<file path="src/rtl/acc_operate_unit.sv">
module acc_operate_unit #(
  parameter int W = 12
) (
  input  logic         clk,
  input  logic         rst_n,
  input  logic         start,
  input  logic [W-1:0] instr,
  input  logic [W-1:0] acc_in,
  input  logic         link_in,
  input  logic [W-1:0] sw,
  output logic         done,
  output logic [W-1:0] acc_out,
  output logic         link_out,
  output logic         skip,
  output logic         halt
);
  localparam int OPW = 3;

  logic         busy, rot_left, rot_two;
  logic [W-1:0] acc_r;
  logic         link_r, done_r, skip_r, halt_r;

  wire is_opr = instr[W-1 -: OPW] == {OPW{1'b1}};
  wire grp2   = is_opr &  instr[8];
  wire grp1   = is_opr & ~instr[8];

  wire [W-1:0] a_clr = instr[7] ? '0 : acc_in;
  wire         l_clr = instr[6] ? 1'b0 : link_in;
  wire [W-1:0] a_cmp = instr[5] ? ~a_clr : a_clr;
  wire         l_cmp = instr[4] ^ l_clr;
  wire [W:0]   a_inc = {1'b0, a_cmp} + {{W{1'b0}}, instr[0]};
  wire         l_inc = l_cmp ^ a_inc[W];
  wire         do_rot = grp1 & (instr[3] ^ instr[2]);

  wire cond  = (instr[6] & acc_in[W-1]) | (instr[5] & (acc_in == '0)) | (instr[4] & link_in);
  wire g2_sk = instr[3] ? ~cond : cond;
  wire [W-1:0] g2_acc = a_clr | (instr[2] ? sw : '0);

  wire [W:0] v0 = {link_r, acc_r};
  wire [W:0] v1 = rot_left ? {v0[W-1:0], v0[W]} : {v0[0], v0[W:1]};
  wire [W:0] v2 = rot_left ? {v1[W-1:0], v1[W]} : {v1[0], v1[W:1]};
  wire [W:0] vr = rot_two ? v2 : v1;

  always_ff @(posedge clk or negedge rst_n) begin
    if (!rst_n) begin
      busy     <= 1'b0;
      rot_left <= 1'b0;
      rot_two  <= 1'b0;
      acc_r    <= '0;
      link_r   <= 1'b0;
      done_r   <= 1'b0;
      skip_r   <= 1'b0;
      halt_r   <= 1'b0;
    end else begin
      done_r <= 1'b0;
      skip_r <= 1'b0;
      halt_r <= 1'b0;
      if (busy) begin
        {link_r, acc_r} <= vr;
        busy   <= 1'b0;
        done_r <= 1'b1;
      end else if (start) begin
        if (grp2) begin
          acc_r  <= g2_acc;
          link_r <= link_in;
          skip_r <= g2_sk;
          halt_r <= instr[1];
          done_r <= 1'b1;
        end else if (grp1) begin
          acc_r    <= a_inc[W-1:0];
          link_r   <= l_inc;
          rot_left <= instr[2];
          rot_two  <= instr[1];
          busy     <= do_rot;
          done_r   <= ~do_rot;
        end else begin
          acc_r  <= acc_in;
          link_r <= link_in;
          done_r <= 1'b1;
        end
      end
    end
  end

  assign done     = done_r;
  assign acc_out  = acc_r;
  assign link_out = link_r;
  assign skip     = skip_r;
  assign halt     = halt_r;
endmodule

</file>
<file path="config.mk">
export PLATFORM = sky130hd
export DESIGN_NAME = acc_operate_unit
export DESIGN_NICKNAME = d
export VERILOG_FILES = /design/src/rtl/acc_operate_unit.sv
export SDC_FILE = /design/constraint.sdc
export NUM_CORES = 1
export LEC_CHECK = 0
export BUFFER_PORTS_ARGS = -buffer_cell sky130_fd_sc_hd__buf_2
export CAP_MARGIN = 20
export CORE_UTILIZATION = 50
export DETAILED_ROUTE_END_ITERATION = 10
export GPL_ROUTABILITY_DRIVEN = 0
export PLACE_DENSITY = 0.86
export SYNTH_ARGS = -nofsm -noshare
export SYNTH_HDL_FRONTEND = slang
export SYNTH_SLANG_ARGS = --single-unit
</file>
<file path="constraint.sdc">
create_clock -name clk -period 2.3 [get_ports clk]
set_clock_uncertainty 0.1 [all_clocks]
set_input_delay 0.115 -clock clk [delete_from_list [all_inputs] [get_ports clk]]
set_output_delay 0.115 -clock clk [all_outputs]
set_load 0.005 [all_outputs]
</file>
==> Yosys cells after proc, flatten, opt, wreduce, memory -nomap -nowiden <==
Index checks and enable logic that the tools add are counted.
{ "word_totals": {"register_bits": 19, "output_inout_bits": 16, "elab_cells": 61} }
{ "classes": {"n_addsub": 1, "n_eq_ne": 1, "muxes": 30, "n_bitwise": 18, "n_reduce_logical": 3} }
{ "op_table": {"columns": ["cell", "n"], "rows": [
  ["$mux W12", 7],
  ["$mux W13", 3],
  ["$mux W1", 20],
  ["$add A12 B1 Y13", 1],
  ["$logic_not A12 Y1", 1],
  ["$not A12 Y12", 1],
  ["$or A12 B12 Y12", 1],
  ["$and A1 B1 Y1", 6],
  ["$not A1 Y1", 5],
  ["$reduce_and A4 Y1", 1],
  ["$eq A3 B3 Y1 const B", 1],
  ["$xor A1 B1 Y1", 3],
  ["$or A1 B1 Y1", 2],
  ["$reduce_bool A2 Y1", 1]
]} }

==> Longest topological paths before layout <==
Gate-level depths: netlist of run 1.
{ "logic_depth": {"ltp_word": 9, "ltp_mapped": 12} }

==> Worst setup path before layout of run 1 <==
Ideal clock, no wire load.
{ "synth_timing": {"path_kind": "input to register", "start": "input instr[5]", "end": "register acc_r[10], in the netlist acc_out[10]", "setup_time_ns": 0.101, "arrival_ns": 2.728, "required_ns": 2.099, "setup_slack_ns": -0.629, "stages": 12, "path_buffers": 3, "cell_sequence": "clkbuf_1 inv_1 clkbuf_1 xnor2_1 ha_1 ha_1 clkbuf_1 nand3b_1 or4_1 a2111oi_2 nor3_1 o32ai_1"} }
{ "synth_between": {"elab_chain_cells": 6} }
{ "synth_lines": {"columns": ["item", "line", "text"], "rows": [
  ["start, declared", "7", "input logic [W-1:0] instr,"],
  ["$mux W12", "29", "wire [W-1:0] a_cmp = instr[5] ? ~a_clr : a_clr;"],
  ["$add A12 B1 Y13", "31", "wire [W:0] a_inc = {1'b0, a_cmp} + {{W{1'b0}}, instr[0]};"],
  ["$mux W12", "69", "end else if (grp1) begin"],
  ["$mux W12", "63", "if (grp2) begin"],
  ["$mux W12", "62", "end else if (start) begin"],
  ["$mux W12", "58", "if (busy) begin"],
  ["end signal, assigned", "59", "{link_r, acc_r} <= vr;"],
  ["end signal, assigned", "64", "acc_r <= g2_acc;"],
  ["end signal, assigned", "70", "acc_r <= a_inc[W-1:0];"],
  ["end, declared", "20", "logic [W-1:0] acc_r;"]
]} }
Every way passes these cells. The select of a mux whose other input is x is not followed.
A chain may end at the register's enable or synchronous reset.

==> Worst setup path in the final report of run 1 <==
{ "layout_timing": {"start": "input acc_in[0]", "end": "register acc_r[10], in the netlist acc_out[10]"} }
{ "layout_between": {"elab_chain_cells": 8} }
{ "layout_lines": {"columns": ["item", "line", "text"], "rows": [
  ["start, declared", "8", "input logic [W-1:0] acc_in,"],
  ["$mux W12 (*)", "27", "wire [W-1:0] a_clr = instr[7] ? '0 : acc_in;"],
  ["$not A12 Y12", "29", null],
  ["$mux W12 (*)", "29", null],
  ["$add A12 B1 Y13 (*)", "31", null],
  ["$mux W12 (*)", "69", null],
  ["$mux W12 (*)", "63", null],
  ["$mux W12 (*)", "62", null],
  ["$mux W12 (*)", "58", null]
]} }
Mark *: on every way between the ends. The rest lies on a longest branch, timed or not. The select of a mux whose other input is x is not followed.

==> results of run 1 <==
[cell usage after synthesis (2+ instances only)]
cell type,n
a22oi_1,4
inv_1,9
o22ai_1,2
a21oi_1,17
and3_1,5
buf_2,3
a21o_1,3
o21ai_0,25
a31oi_1,3
nand2b_1,4
nand2_1,24
o211ai_1,2
mux4_2,13
a2111oi_0,2
o21bai_1,2
ha_1,2
nor4_1,4
a211o_1,2
nor2_1,19
a221oi_1,5
xnor2_1,11
or3_1,2
mux2i_1,3
nand3_1,14
nor2b_1,6
clkinv_1,2
nand4b_1,3
o31ai_1,3
a211oi_1,2
a32oi_1,2
nor3_1,7
clkbuf_1,17
dfrtp_1,19
[final cells by class]
cell class,count,area [um^2],share of cell area [%]
multi-input cells,217,1640,61.1
flip-flops and latches,19,475,17.7
repair buffers,73,415,15.5
well taps,50,62.6,2.33
inverters,12,45.0,1.68
clock buffers,3,41.3,1.54
clock inverters,1,5.00,0.186
[worst max-delay path by stage]
stage	end	slack [ns]	cells past startpoint
after detailed placement	acc_out[10]	0.04	10
after floorplan	acc_out[10]	-0.12	12
final	acc_out[10]	0.27	10
after global routing	acc_out[10]	0.12	10
after global placement	acc_out[10]	0.16	10
after CTS	acc_out[10]	0.29	10
[stage by stage]
stage | utilization, % | hold WS, ns
2_1_floorplan | - | -0.281
3_3_place_gp | 63.7 | -0.0247
3_5_place_dp | 63.7 | -0.0276
4_1_cts | 65.3 | 0.0651
5_1_grt | 65.3 | 0.0698
6_report | 65.3 | 0.0665
[kinds of logic after synthesis]
group,count (synthesis),synth area share [%]
adder cells (fa/ha/maj),2,1.13
AND/OR/NAND/NOR,96,22.2
XOR/XNOR,12,4.75
AO/OA/AOI/OAI,90,28.6
buffers and inverters,35,6.62
multiplexers,17,15.1
flip-flops,19,21.5
[metal layers]
| metal | vias to the layer above | track usage [%] | part of all wire [%] |
|---|---|---|---|
| met5 | - | 0 | 0 |
| li1 | 1141 | - | - |
| met3 | 20 | 6.58 | 11 |
| met2 | 188 | 50.9 | 47 |
| met1 | 1182 | 45.5 | 40 |
| met4 | 0 | 8.33 | 2.4 |
[worst min-delay path, stage by stage]
cell and delay, ns:
buf_2 0.11, xnor2_1 0.13, nor2_1 0.04
[repair_timing]
item                                   CTS  global route
hold buffers                             2             0
endpoints found under the hold margin   20             0
buffers inserted                         0             0
setup endpoints to repair                0             0
[sequential cells by signal, indices dropped and copies added (netlist names)]
name,flops
acc_out,12
busy,1
done,1
halt,1
link_out,1
rot_left,1
rot_two,1
skip,1
[power by group]
group | internal (mW) | switching, mW | leakage, nW
registers | 0.371 | 0.0867 | 0.230
clock network | 0.121 | 0.120 | 0.0255
logic | 0.283 | 0.240 | 0.846
[layout by cell type (no fill, tap or decap), types with 3 or more instances in the layout]
cell type   n
nor2b_1     5
clkbuf_8    3
nand3_1    14
o31ai_1     3
nor3_1      7
mux2i_1     3
buf_2      55
nand2_1    24
dfrtp_1    19
xnor2_1    10
nand2b_1    4
a21o_1      3
nand4b_1    3
a221oi_1    5
a22oi_1     4
a31oi_1     3
buf_4      16
and3_1      5
mux4_2     13
a21oi_1    16
nor4_1      4
nor2_1     19
o21ai_0    24
inv_1       9
==> results.toml, run 1 <==
[logic_synthesis]
async_flop_share_pct = 100
postSynthAreaPerCell_um2 = 8.16
synthDistinctLibCells = 63
synthCells = 271
yosysTopAreaCell = "dfrtp_1"
synth_area_leaders = "dfrtp_1 (22%), mux4_2 (13%), o21ai_0 (5.7%), xnor2_1 (4.4%), nand2_1 (4.1%)"
synth_edf_count = 0
netlist_area_mm2 = 0.00221
ys_seq_elements = 19
ys_warn_count = 0
yosysSeqAreaShare_pct = 21.5
synth_fp_nets = 313
synthFlopType = "dfrtp_1"
synth_top_area_share_pct = 21.5

[routing]
dr.first_iter.drc_count = 501
vias_per_cell = 6.75
wire_per_inst_um = 18.7
vias = 2531
wl_mm = 7.00
drc = 0
first_pass_iters = 5
ant_nets = 0

[flow_run]
max_cap_violations = 0

[clock_tree]
ctsResizeCount = 0
cts-root-buf = "clkbuf_8"
clock_sinks = 19
clkTransAtPathRegs_ns = 0.08
cts.htree.levels = 1
cts_buffers = 3
cts_buffer_depth = 2
cts_tree = "yes"
clk_latency_ns = 0.26

[run_status]
status = "complete, no violations"

[critical_path]
cp_num_buf_inv = 1
reg2reg_depth = 3
setup.worst_path.end_class = "flip-flop"
cp-start-kind = "input port"
r2r_slack_ns = 0.31
crit_type = "in -> reg"
cp_top_family = "simple AND/OR/NAND/NOR gates"
slowest_stage = "or4_4"
cp_cell_sequence = "buf_2 > nor2b_4 > xnor2_2 > ha_2 > ha_4 > nand3b_1 > or4_4 > a2111oi_4 > nor3_1 > o32ai_1"
critPathArrivalTime_ns = 2.08
r2r_end = "acc_out[7]"
cp-startpoint = "acc_in[0]"
crit_required_ns = 2.36
r2r_start = "rot_left"
crit_fanout = 3
max_stage_delay_ns = 0.45

[global_route]
grt_pass1_vias = 2323
grt_use_total_pct = 32.5
grt_overflow = 0
antenna_found_initial = 0
grt_max_degree = 20
grt_pass1_wl_mm = 11.4

[hold_path]
worstHoldPathCells = 3
worstHoldStart = "instr[3]"
min_to = "skip"
hold_class = "in -> reg"

[floorplanning]
start_util_pct = 53.7
core_area_mm2 = 0.00412
die_w_um = 68.5
fp-row-count = 23
die_h_um = 68.5
die_area_mm2 = 0.00469
io-pin-count = 56

[power_and_ir_drop]
vdd_drop_max_mv = 0.235
power_density_mw_per_mm2 = 455
power.total_mw = 1.22
p_leak_nw = 1.10

[sta]
rsz0062_at_grt = "false"
finalSetupViolations = 0
worstMarginPinSlew_ns = 0.698
final.min_clock_period_ns = 2.03
tns_ns = 0
period_share_pct = 88.2
layout_setup_ws_ns = 0.272
relSlewSlack_pct = 53.5
maxSlewViolCount = 0
finalHoldViolCount = 0
fmax_mhz = 493

[cells_and_area]
stdcell_area_mm2 = 0.00269
areaGrowthSynthToFinish_pct = 21.5
instances_no_fill = 375
final_nets = 368
drive_gt1_share_pct = 32.3
diodes = 0
n_fill_cell = 353

[placement]
placed_area_mm2 = 0.00262
preCtsSetupSlack_ns = 0.0430
placedCellCount = 369
dp_hpwl_mm = 5.30
numPortBuffers = 55
Note: power is estimated with default switching activity, not from simulation.
==> run 2: changes to the inputs <==
--- a/config.mk
+++ b/config.mk
@@ -10,7 +10,7 @@
 export CORE_UTILIZATION = 50
 export DETAILED_ROUTE_END_ITERATION = 10
 export GPL_ROUTABILITY_DRIVEN = 0
-export PLACE_DENSITY = 0.86
+export PLACE_DENSITY_LB_ADDON = 0.12
 export SYNTH_ARGS = -nofsm -noshare
 export SYNTH_HDL_FRONTEND = slang
 export SYNTH_SLANG_ARGS = --single-unit
==> results.toml, run 2 (synthesis gave the netlist of run 1 again) <==
[run_status]
status = "complete, no violations"

[floorplanning]
fp-row-count = 23
io-pin-count = 56
core_area_mm2 = 0.00412
die_h_um = 68.5
start_util_pct = 53.7
die_area_mm2 = 0.00469
die_w_um = 68.5

[global_route]
grt_max_degree = 20
grt_use_total_pct = 32.5
grt_pass1_vias = 2130
grt_pass1_wl_mm = 10.9
grt_overflow = 0
antenna_found_initial = 0

[sta]
fmax_mhz = 489
finalHoldViolCount = 0
finalSetupViolations = 0
relSlewSlack_pct = 55.6
rsz0062_at_grt = "false"
worstMarginPinSlew_ns = 0.666
layout_setup_ws_ns = 0.256
final.min_clock_period_ns = 2.04
period_share_pct = 88.9
maxSlewViolCount = 0

[power_and_ir_drop]
p_comb_share_pct = 42.4
p_leak_nw = 1.10
clkPwrFrac_pct = 20.2
vdd_drop_max_mv = 0.356
p_sw_share_pct = 36.4
seqPwrFrac_pct = 37.4
p_sw_uw = 442
internal-power_uw = 773
power.total_mw = 1.22
power_density_mw_per_mm2 = 453

[routing]
vias = 2421
vias_per_cell = 6.46
dr.first_iter.drc_count = 281
drc = 0
wl_mm = 6.97
wire_per_inst_um = 18.6
ant_nets = 0
first_pass_iters = 4

[critical_path]
crit_fanout = 9
critPathArrivalTime_ns = 2.11
crit_type = "in -> reg"
cp-start-kind = "input port"
setup.worst_path.end_class = "flip-flop"
crit_required_ns = 2.36

[clock_tree]
cts.htree.levels = 1
clkTransAtPathRegs_ns = 0.08
cts_buffers = 3
clk_latency_ns = 0.27
clock_sinks = 19
cts_buffer_depth = 2
ctsResizeCount = 0
cts-root-buf = "clkbuf_8"
cts_tree = "yes"

[cells_and_area]
diodes = 0
largest_register_ffs = 12
final_util_pct = 65.3
n_fill_cell = 380
instances_no_fill = 375
areaGrowthSynthToFinish_pct = 21.5
final_nets = 368
final_common_cell = "buf_2"
layout_common_cells = "buf_2 (55), nand2_1 (24), o21ai_0 (24)"
drive_gt1_share_pct = 32.3

[hold_path]
hold_class = "in -> reg"

[placement]
dp_hpwl_mm = 5.37
preCtsSetupSlack_ns = 0.00276
numPortBuffers = 55
placedCellCount = 369

[flow_run]
max_cap_violations = 0
## run 2: cell counts in the layout (fill, tap and decap cells not counted)
Identical to the previous run, type by type.
## run 2: final timing paths
check                            from     endpoint  slack, ns  depth (start not counted)
max reg2reg                  rot_left   acc_out[7]       0.38                          3
max                          instr[7]  acc_out[10]       0.26                         10
min reg2reg                acc_out[2]   acc_out[2]       0.55                          2
min                          instr[3]         skip       0.03                          3
max in group asynchronous       rst_n  acc_out[10]       1.58                          2
min in group asynchronous       rst_n      rot_two       0.22                          2
## run 2: metal layers
metal	track usage [%]	share of wire [%]	vias up
met1	46.3	45	1148
met2	50.2	45	120
li1	-	-	1143
met3	5.26	7.6	10
met4	9.38	1.6	0
met5	0	0	-
## run 2: critical path: stages
cell	delay, ns
buf_2	0.14
nor2b_4	0.13
xnor2_2	0.12
ha_2	0.23
ha_4	0.19
nand3b_1	0.11
or4_4	0.45
a2111oi_4	0.31
nor3_1	0.07
o32ai_1	0.23
## run 2: cell type report
class | count | area, um^2 | area share (%)
clock buffer | 3 | 41.3 | 1.54
clock inverter | 1 | 5.00 | 0.186
inverter | 12 | 45.0 | 1.68
multi-input combinational | 217 | 1640 | 61.1
sequential | 19 | 475 | 17.7
tap | 50 | 62.6 | 2.33
timing repair buffer | 73 | 415 | 15.5
## run 2: power groups by stage
stage	logic [mW]	clock network (mW)	registers [mW]
global placement	0.505	0	0.459
detailed placement	0.507	0	0.461
global route	0.562	0.264	0.468
floorplan	0.396	0	0.413
CTS	0.514	0.250	0.455
finish	0.515	0.246	0.455
## run 2: what timing repair did
item,CTS,global route
endpoints found under the setup margin,0,0
endpoints found under the hold margin,20,0
hold buffers,2,0
setup buffers,0,0
## run 2: per-stage QoR
step	hold WS, ns	TNS [ns]	area, um^2
after global placement	-0.0190	0	2620
after detailed placement	-0.0178	0	2620
after floorplan	-0.281	-0.118	2320
final	0.0258	0	2690
after CTS	0.0276	0	2690
after global routing	0.0271	0	2690
==> run 3: changes to the inputs <==
--- a/config.mk
+++ b/config.mk
@@ -10,7 +10,7 @@
 export CORE_UTILIZATION = 50
 export DETAILED_ROUTE_END_ITERATION = 10
 export GPL_ROUTABILITY_DRIVEN = 0
-export PLACE_DENSITY_LB_ADDON = 0.12
+export PLACE_DENSITY = 0.76
 export SYNTH_ARGS = -nofsm -noshare
 export SYNTH_HDL_FRONTEND = slang
 export SYNTH_SLANG_ARGS = --single-unit
==> results.toml, run 3 (synthesis gave the netlist of run 1 again) <==
[global_route]
antenna_found_initial = 0
grt_overflow = 0
grt_pass1_wl_mm = 11.2
grt_use_total_pct = 32.5
grt_pass1_vias = 2187
grt_max_degree = 20

[routing]
dr.first_iter.drc_count = 365
vias_per_cell = 6.72
drc = 0
wire_per_inst_um = 18.8
ant_nets = 0
first_pass_iters = 6
wl_mm = 7.02
vias = 2515

[placement]
numPortBuffers = 55
placed_area_mm2 = 0.00261
dp_hpwl_mm = 5.31

[critical_path]
setup.worst_path.end_class = "flip-flop"
crit_required_ns = 2.37
critPathArrivalTime_ns = 2.09
cp-start-kind = "input port"
crit_fanout = 9
cp_top_family = "simple AND/OR/NAND/NOR gates"
crit_type = "in -> reg"
cp_cell_sequence = "buf_2 > clkinv_1 > nand2_1 > xnor2_1 > ha_4 > nand3b_1 > or4_4 > a2111oi_4 > nor3_1 > o32ai_1"
slowest_stage = "or4_4"
cp_num_buf_inv = 2
max_stage_delay_ns = 0.45

[floorplanning]
die_h_um = 68.5
die_w_um = 68.5
core_area_mm2 = 0.00412
start_util_pct = 53.7
io-pin-count = 56
die_area_mm2 = 0.00469
fp-row-count = 23

[cells_and_area]
diodes = 0
stdcell_area_mm2 = 0.00268
largest_register_ffs = 12
final_util_pct = 65.2
final_nets = 367
layout_common_cells = "buf_2 (55), nand2_1 (24), o21ai_0 (24)"
areaGrowthSynthToFinish_pct = 21.3
drive_gt1_share_pct = 32.1
final_common_cell = "buf_2"

[flow_run]
max_cap_violations = 0

[run_status]
status = "complete, no violations"

[power_and_ir_drop]
power.total_mw = 1.22
p_sw_share_pct = 36.6
seqPwrFrac_pct = 37.5
vdd_drop_max_mv = 0.383
p_comb_share_pct = 42.4
p_leak_nw = 1.09
clkPwrFrac_pct = 20.1
p_sw_uw = 447
internal-power_uw = 774
power_density_mw_per_mm2 = 455

[clock_tree]
cts_buffer_depth = 2
ctsResizeCount = 0
clk_latency_ns = 0.26
cts-root-buf = "clkbuf_8"
post_cts_buffers = 0
cts_tree = "yes"
cts.htree.levels = 1
cts_buffers = 3
hold_buffers = 2
clock_sinks = 19
clkTransAtPathRegs_ns = 0.08

[sta]
final.min_clock_period_ns = 2.02
period_share_pct = 87.8
finalHoldViolCount = 0
relSlewSlack_pct = 53.4
fmax_mhz = 495
worstMarginPinSlew_ns = 0.699
maxSlewViolCount = 0
finalSetupViolations = 0
rsz0062_at_grt = "false"

[hold_path]
hold_class = "in -> reg"
-- run 3: through the flow --
stage          setup slack (ns)  hold WS, ns  TNS [ns]  instances
3_3_place_gp              0.107      -0.0197         0        368
2_1_floorplan            -0.118       -0.281    -0.118        271
4_1_cts                   0.300       0.0357         0        374
3_5_place_dp             0.0404      -0.0172         0        368
5_1_grt                   0.166       0.0421         0        374
6_report                  0.280       0.0261         0        374
-- run 3: power groups by stage --
stage	logic, mW	clock network (mW)	registers (mW)
6_report	0.518	0.245	0.458
5_1_grt	0.563	0.268	0.467
4_1_cts	0.512	0.244	0.457
3_5_place_dp	0.506	0	0.463
3_3_place_gp	0.502	0	0.459
2_1_floorplan	0.396	0	0.413
-- run 3: worst register-to-register path, stage by stage, from the launching register on --
cell      delay [ns]
dfrtp_1         0.80
mux4_2          0.59
a32oi_1         0.21
o221ai_1        0.15
-- run 3: cell type report --
cell class / count / area [um^2]
multi-input combinational: 217 / 1640
inverter: 12 / 45.0
clock inverter: 1 / 7.51
sequential: 19 / 475
fill: 367 / 1430
tap: 50 / 62.6
clock buffer: 3 / 41.3
timing repair buffer: 72 / 408
-- run 3: path summary, 6_finish.rpt --
kind	to	slack (ns)	cells after the start	from
setup / recovery	acc_out[10]	0.28	10	instr[7]
hold / removal	skip	0.03	3	instr[3]
setup reg to reg	acc_out[7]	0.32	3	rot_left
hold reg to reg	acc_out[2]	0.59	2	acc_out[2]
max in group asynchronous	acc_out[4]	1.57	2	rst_n
min in group asynchronous	acc_out[7]	0.22	2	rst_n
-- run 3: metal layers --
layer / routed length, um / GRT usage, % / up-vias
li1: - / - / 1139
met1: 3000 / 48.2 / 1216
met2: 3160 / 48.3 / 143
met3: 698 / 5.76 / 17
met4: 161 / 8.07 / 0
met5: 0 / 0 / -
